**config.mk**
```make
export PLATFORM = sky130hd
export DESIGN_NAME = rxcls_top
export DESIGN_NICKNAME = d
export VERILOG_FILES = /design/src/rtl/rxcls_pkg.sv /design/src/rtl/rxcls_hdr_parser.sv /design/src/rtl/rxcls_err_eval.sv /design/src/rtl/rxcls_status_prio.sv /design/src/rtl/rxcls_top.sv
export SDC_FILE = /design/constraint.sdc
export NUM_CORES = 1
export LEC_CHECK = 0
export BUFFER_PORTS_ARGS = -buffer_cell sky130_fd_sc_hd__buf_2
export CAP_MARGIN = 25
export CORE_MARGIN = 1.5
export CORE_UTILIZATION = 60
export CTS_CLUSTER_SIZE = 12
export DETAILED_ROUTE_END_ITERATION = 7
export HOLD_SLACK_MARGIN = 0.08
export PLACE_DENSITY = 0.8
export SYNTH_ARGS = -nofsm -noshare
export SYNTH_HDL_FRONTEND = slang
export SYNTH_SLANG_ARGS = --single-unit
```
**constraint.sdc**
```tcl
create_clock -name clk -period 21.6 [get_ports clk]
set_input_delay 1.08 -clock clk [delete_from_list [all_inputs] [get_ports clk]]
set_output_delay 1.08 -clock clk [all_outputs]
set_load 0.03 [all_outputs]
```
**src/rtl/rxcls_pkg.sv**
```systemverilog
package rxcls_pkg;

  localparam logic [15:0] TPID_CUST     = 16'h8100;
  localparam logic [15:0] TPID_SERV     = 16'h88A8;
  localparam logic [15:0] ET_FLOWCTL    = 16'h8808;
  localparam logic [15:0] ET_PTP        = 16'h88F7;
  localparam logic [15:0] OPC_PRIO      = 16'h0101;
  localparam logic [15:0] LEN_FIELD_MAX = 16'd1500;
  localparam logic [15:0] ET_FLOOR      = 16'h0600;

  localparam int MIN_FRAME   = 64;
  localparam int FCS_BYTES   = 4;
  localparam int TYPE_OFS    = 12;
  localparam int TAG_BYTES   = 4;
  localparam int N_CAT       = 8;

  localparam logic [1:0] ERR_NONE  = 2'd0;
  localparam logic [1:0] ERR_CTRL  = 2'd1;
  localparam logic [1:0] ERR_SIZE  = 2'd2;
  localparam logic [1:0] ERR_SHORT = 2'd3;

  // fields gathered while a frame streams past
  typedef struct packed {
    logic        grp;
    logic        svl;
    logic        typ_ok;
    logic [15:0] typ;
    logic        opc_ok;
    logic [15:0] opc;
    logic        ctl_bad;
  } frm_info_t;

  // category reported at rank k (rank 0 wins)
  function automatic logic [2:0] prio_slot(input int k);
    case (k)
      0:       prio_slot = 3'd5;
      1:       prio_slot = 3'd4;
      2:       prio_slot = 3'd7;
      3:       prio_slot = 3'd6;
      4:       prio_slot = 3'd1;
      5:       prio_slot = 3'd2;
      6:       prio_slot = 3'd3;
      default: prio_slot = 3'd0;
    endcase
  endfunction

endpackage

```
**src/rtl/rxcls_hdr_parser.sv**
```systemverilog
module rxcls_hdr_parser
  import rxcls_pkg::*;
#(
  parameter int LEN_W    = 16,
  parameter int MAX_TAGS = 2
) (
  input  logic             clk,
  input  logic             rst,
  input  logic             in_valid,
  input  logic             in_sop,
  input  logic [7:0]       in_byte,
  input  logic             in_ctrl,
  output logic [LEN_W-1:0] len_nxt,
  output logic [LEN_W-1:0] hend_nxt,
  output frm_info_t        info_nxt
);

  localparam logic [LEN_W-1:0] TPOS0  = LEN_W'(TYPE_OFS + 1);
  localparam logic [LEN_W-1:0] TAG_SZ = LEN_W'(TAG_BYTES);

  logic [LEN_W-1:0] cnt_q, hend_q;
  logic [1:0]       ntag_q, ntag_nxt;
  logic [7:0]       prev_q;
  frm_info_t        info_q;

  logic [LEN_W-1:0] idx, hend_b, tpos;
  logic [1:0]       ntag_b;
  frm_info_t        base;
  logic [15:0]      word;
  logic             is_tag;

  always_comb begin
    base     = in_sop ? '0 : info_q;
    idx      = in_sop ? '0 : cnt_q;
    hend_b   = in_sop ? '0 : hend_q;
    ntag_b   = in_sop ? 2'd0 : ntag_q;
    word     = {prev_q, in_byte};
    tpos     = TPOS0 + TAG_SZ * LEN_W'(ntag_b);
    is_tag   = (word == TPID_CUST) || (word == TPID_SERV);

    info_nxt = base;
    hend_nxt = hend_b;
    ntag_nxt = ntag_b;
    len_nxt  = (&idx) ? idx : idx + 1'b1;

    info_nxt.ctl_bad = base.ctl_bad | in_ctrl;
    if (idx == '0) info_nxt.grp = in_byte[0];

    if (!base.typ_ok && idx == tpos) begin
      if (is_tag && int'(ntag_b) < MAX_TAGS) begin
        ntag_nxt = ntag_b + 2'd1;
        if (word == TPID_SERV || ntag_b != 2'd0) info_nxt.svl = 1'b1;
      end else begin
        info_nxt.typ    = word;
        info_nxt.typ_ok = 1'b1;
        hend_nxt        = idx + 1'b1;
      end
    end

    if (base.typ_ok && !base.opc_ok && idx == hend_b + 1'b1) begin
      info_nxt.opc    = word;
      info_nxt.opc_ok = 1'b1;
    end
  end

  always_ff @(posedge clk) begin
    if (rst) begin
      cnt_q  <= '0;
      hend_q <= '0;
      ntag_q <= 2'd0;
      prev_q <= 8'd0;
      info_q <= '0;
    end else if (in_valid) begin
      cnt_q  <= len_nxt;
      hend_q <= hend_nxt;
      ntag_q <= ntag_nxt;
      prev_q <= in_byte;
      info_q <= info_nxt;
    end
  end

endmodule

```
**src/rtl/rxcls_err_eval.sv**
```systemverilog
module rxcls_err_eval
  import rxcls_pkg::*;
#(
  parameter int LEN_W = 16
) (
  input  logic [LEN_W-1:0] len,
  input  logic [LEN_W-1:0] hend,
  input  logic [LEN_W-1:0] max_len,
  input  logic             ctl_bad,
  input  logic             typ_ok,
  input  logic [15:0]      typ,
  output logic [1:0]       code
);

  localparam int EW = ((LEN_W > 16) ? LEN_W : 16) + 2;

  logic [EW-1:0] need, have;
  logic          bad_size, short_pay;

  always_comb begin
    need      = EW'(typ) + EW'(hend) + EW'(FCS_BYTES);
    have      = EW'(len);
    bad_size  = (have < EW'(MIN_FRAME)) || (len > max_len);
    short_pay = typ_ok && (typ <= LEN_FIELD_MAX) && (have < need);
    if (ctl_bad)        code = ERR_CTRL;
    else if (bad_size)  code = ERR_SIZE;
    else if (short_pay) code = ERR_SHORT;
    else                code = ERR_NONE;
  end

endmodule

```
**src/rtl/rxcls_status_prio.sv**
```systemverilog
module rxcls_status_prio
  import rxcls_pkg::*;
(
  input  logic        grp,
  input  logic        svl,
  input  logic        typ_ok,
  input  logic [15:0] typ,
  input  logic        opc_ok,
  input  logic [15:0] opc,
  output logic [2:0]  code
);

  logic [N_CAT-1:0] cat, hit;
  logic             is_fc;

  always_comb begin
    is_fc  = typ_ok && (typ == ET_FLOWCTL);
    cat    = '0;
    cat[5] = svl;
    cat[4] = is_fc && opc_ok && (opc == OPC_PRIO);
    cat[7] = is_fc;
    cat[6] = !typ_ok || ((typ > LEN_FIELD_MAX) && (typ < ET_FLOOR));
    cat[1] = typ_ok && (typ >= ET_FLOOR) && !is_fc && (typ != ET_PTP);
    cat[2] = grp;
    cat[3] = typ_ok && (typ == ET_PTP);
    cat[0] = typ_ok && (typ <= LEN_FIELD_MAX);
  end

  for (genvar g = 0; g < N_CAT; g++) begin : g_rank
    assign hit[g] = cat[prio_slot(g)];
  end

  always_comb begin
    code = 3'd0;
    for (int k = N_CAT - 1; k >= 0; k--) begin
      if (hit[k]) code = prio_slot(k);
    end
  end

endmodule

```
**src/rtl/rxcls_top.sv**
```systemverilog
module rxcls_top
  import rxcls_pkg::*;
#(
  parameter int LEN_W    = 16,
  parameter int MAX_TAGS = 2
) (
  input  logic             clk,
  input  logic             rst,
  input  logic             in_valid,
  input  logic             in_sop,
  input  logic             in_eop,
  input  logic [7:0]       in_byte,
  input  logic             in_ctrl_bad,
  input  logic             in_fcs_bad,
  input  logic [LEN_W-1:0] max_len,
  output logic             out_done,
  output logic [1:0]       err_code,
  output logic             err_flag,
  output logic [2:0]       status_code
);

  logic [LEN_W-1:0] len_nxt, hend_nxt;
  frm_info_t        info_nxt;
  logic [1:0]       err_c;
  logic [2:0]       st_c;
  logic             fire;

  rxcls_hdr_parser #(.LEN_W(LEN_W), .MAX_TAGS(MAX_TAGS)) u_parse (
    .clk      (clk),
    .rst      (rst),
    .in_valid (in_valid),
    .in_sop   (in_sop),
    .in_byte  (in_byte),
    .in_ctrl  (in_ctrl_bad),
    .len_nxt  (len_nxt),
    .hend_nxt (hend_nxt),
    .info_nxt (info_nxt)
  );

  rxcls_err_eval #(.LEN_W(LEN_W)) u_err (
    .len     (len_nxt),
    .hend    (hend_nxt),
    .max_len (max_len),
    .ctl_bad (info_nxt.ctl_bad),
    .typ_ok  (info_nxt.typ_ok),
    .typ     (info_nxt.typ),
    .code    (err_c)
  );

  rxcls_status_prio u_stat (
    .grp    (info_nxt.grp),
    .svl    (info_nxt.svl),
    .typ_ok (info_nxt.typ_ok),
    .typ    (info_nxt.typ),
    .opc_ok (info_nxt.opc_ok),
    .opc    (info_nxt.opc),
    .code   (st_c)
  );

  assign fire = in_valid && in_eop;

  always_ff @(posedge clk) begin
    if (rst) begin
      out_done    <= 1'b0;
      err_code    <= ERR_NONE;
      err_flag    <= 1'b0;
      status_code <= 3'd0;
    end else begin
      out_done    <= fire;
      err_code    <= fire ? err_c : ERR_NONE;
      err_flag    <= fire && ((err_c != ERR_NONE) || in_fcs_bad);
      status_code <= fire ? st_c : 3'd0;
    end
  end

endmodule

```
==> metrics.log <==
[metrics] total of max-cap violations: 0
[metrics] Via-to-Cell Ratio: 6.27
[metrics] number of global-route vias before repair: 6137
[metrics] footprint of the flip-flops and latches: 1720 sq um
[metrics] worst hold path type: flip-flop to flip-flop
[metrics] count of distinct cell types in the synthesized netlist: 74
[metrics] area of the multi-input gates: 4870 sq um
[metrics] number of buffers inserted during clock tree synthesis: 9
[metrics] Async S/R FF share, synth: 0%
[metrics] leading cell types by count after synthesis: sky130_fd_sc_hd__nor2_1, sky130_fd_sc_hd__dfxtp_1, sky130_fd_sc_hd__nand2_1
[metrics] critical path fanouts, max: 47
[metrics] half-perimeter wire length after placement: 13.8 mm
[metrics] endpoint kind of the worst setup timing path: flip-flop
[metrics] number of instances in the synthesized netlist: 926
[metrics] All-Layer GR Usage: 30.7%
[metrics] post-synthesis net count: 1009
[metrics] Avg Inst Size Synth: 7.58 sq um
[metrics] Yosys top cell area share: 24.5%
[metrics] Tmin final: 9110 ps
[metrics] antenna diode instance count: 0
[metrics] layout overhead on the synthesized area: 6.56%
[metrics] maximum clock path buffer count: 2
[metrics] Max rail drop VDD: 0.0730 mV
[metrics] setup violation total in the final timing report: 0
[metrics] worst setup path category: primary input to flip-flop
[metrics] number of top-level pins: 38
[metrics] total negative slack for setup checks: 0 ps
[metrics] total count of hold-check failures in the final report: 0
[metrics] warnings from Yosys: 0
[metrics] share of cells above drive strength 1: 8.66%
[metrics] global-route wire length before repair: 30.6 mm
[metrics] fillcell total: 1026
[metrics] row cnt: 39
[metrics] grt total ovfl: 0
[metrics] CTS Root Buffer Type: sky130_fd_sc_hd__clkbuf_16
[metrics] wire length after detailed routing: 18.6 mm
[metrics] drt initial violations: 550
[metrics] PostCTS Resize Cnt: 0
[metrics] count of pins over their slew limit: 0
[metrics] master of the slowest instance on the critical path: sky130_fd_sc_hd__or4_1
[metrics] share of the yosys chip area belonging to registers: 24.5%
[metrics] Final #Nets: 1002
[metrics] routed via count: 6695
[metrics] number of buffers inserted by hold repair at cts: 0
[metrics] Initial Util: 61.5%
[metrics] horizontal die dimension: 111 microns
[metrics] largest net degree at the start of global routing: 72
[metrics] initial antenna violation count: 0
[metrics] number of search-and-repair iterations in the first detailed-routing pass: 8
[metrics] overall die height: 111 microns
[metrics] most repeated cell in the gate-level netlist after synthesis: sky130_fd_sc_hd__nor2_1
[metrics] area of the mapped netlist: 7020 sq um
[metrics] RSZ-0062 raised after global routing: false
[metrics] areal power density over the cells: 49.7 nW/um^2
[metrics] primary flip-flop cell chosen by synthesis mapping: sky130_fd_sc_hd__dfxtp_1
[metrics] CTS tree: done
[metrics] slew at the pin with the worst max-slew slack: 955 ps
[metrics] final worst-path cycle share: 42.2%
[metrics] Worst setup SP type: primary input
[metrics] # H-tree levels: 3
[metrics] Post-CTS Setup Inserts: 0
[metrics] DP Area: 7190 sq um
[metrics] number of input and output port buffers inserted: 37
[metrics] number of DRC violations after detailed routing: 0
[metrics] Max stage delay on crit path: 490 ps
[metrics] max-slew headroom at the worst pin: 35.8%
[metrics] f_max: 110 MHz
[metrics] Critical Path AT: 9360 ps
[metrics] Skew-Pair Late Insertion Delay: 350 ps
[metrics] Core Area: 11400 sq um
[metrics] cells taking the most area after synthesis: sky130_fd_sc_hd__dfxtp_1, sky130_fd_sc_hd__ha_1, sky130_fd_sc_hd__nor2_1
[metrics] leakage dissipation: 3.27 nW
[metrics] number of synthesized flops with an enable pin: 0
[metrics] clock sink total: 86
[metrics] PnR Total Power: 0.372 mW
[metrics] data required time at the worst endpoint: 21850 ps
[metrics] post-route cell area: 7480 sq um
[metrics] Synth Register Bits: 86
[metrics] outcome: finished clean
[metrics] routability cong.: 0.947
[metrics] routed wirelength normalized by instance count: 17.5 microns
[metrics] Fin Clk Skew: 9.09 ps
[metrics] top cell type by total area after synthesis: sky130_fd_sc_hd__dfxtp_1
[metrics] clock transition at the registers of the reported paths: 70 ps
[metrics] Die Outline Area: 12400 sq um
[metrics] Final ANT Viol Nets: 0
-- metal layers --
| layer | vias to the layer above | GRT usage [%] | share of wire, % |
|---|---|---|---|
| met5 | - | 0 | 0 |
| met4 | 0 | 15.9 | 4.4 |
| met3 | 58 | 5.47 | 7.2 |
| met2 | 275 | 49.2 | 45 |
| met1 | 3072 | 39.5 | 43 |
| li1 | 3290 | - | - |
-- cell families (layout without fill, tap and decap cells) --
| kind of cell | count (synthesis) | count (layout) | share of synthesized area [%] |
|---|---|---|---|
| flip-flops | 86 | 86 | 24.5 |
| AO/OA/AOI/OAI | 205 | 205 | 20.3 |
| buffers and inverters | 111 | 109 | 6.08 |
| XOR/XNOR | 66 | 66 | 8.23 |
| adder cells (fa/ha/maj) | 53 | 53 | 9.51 |
| AND/OR/NAND/NOR | 376 | 376 | 27.2 |
| multiplexers | 29 | 29 | 4.19 |
-- registers in the layout (all words and copies together) (netlist names) --
name / cells
u_parse.info_q: 37
u_parse.cnt_q: 16
u_parse.hend_q: 16
u_parse.prev_q: 8
status_code: 3
err_code: 2
u_parse.ntag_q: 2
err_flag: 1
out_done: 1
-- critical path, delay by kind of cell --
kind	cells	cell delay (ps)
simple gates	10	2130
mux	2	550
compound gates	10	2310
fa+ha+maj	4	1230
buf+inv	6	1460
xor+xnor	3	560
-- metrics by stage --
step	setup slack [ps]	utilization (%)	hold slack [ps]	instances
floorplan	12620	-	454	926
global placement	12500	62.9	468	1049
detailed placement	12180	62.9	473	1050
CTS	12550	65.5	482	1066
global route	11890	65.5	506	1067
finish	12490	65.5	482	1067
-- power breakdown --
group / switching (mW) / internal, mW / leakage [nW] / total (mW)
sequential: 0.00578 / 0.163 / 0.700 / 0.169
combinational: 0.0337 / 0.0197 / 2.43 / 0.0534
clock: 0.0697 / 0.0805 / 0.136 / 0.150
total: 0.109 / 0.263 / 3.27 / 0.372
-- layout make-up --
| cell class | count | area share, % |
|---|---|---|
| Inverter | 49 | 2.46 |
| Timing Repair Buffer | 44 | 3.14 |
| Clock inverter | 7 | 0.853 |
| Sequential cell | 86 | 23.0 |
| Multi-Input combinational cell | 729 | 65.1 |
| Tap cell | 143 | 2.39 |
| Clock buffer | 9 | 3.01 |
-- cells in the final DEF (no fill, tap or decap), drive strengths merged, types with 29 or more instances in the layout --
cell,count
nor2,121
a21oi,50
nand2,76
inv,53
buf,44
ha,51
xnor2,38
nand3,29
dfxtp,86
o21ai,32
-- worst paths after layout --
kind / start / to / slack [ps] / cells past startpoint
hold / removal: u_parse.info_q[30] / u_parse.info_q[30] / 480 / 2
hold reg to reg: u_parse.info_q[30] / u_parse.info_q[30] / 480 / 2
setup / recovery: in_sop / err_code[1] / 12490 / 35
setup reg to reg: u_parse.cnt_q[11] / err_code[1] / 13900 / 29
Note: power is estimated with default switching activity, not from simulation.
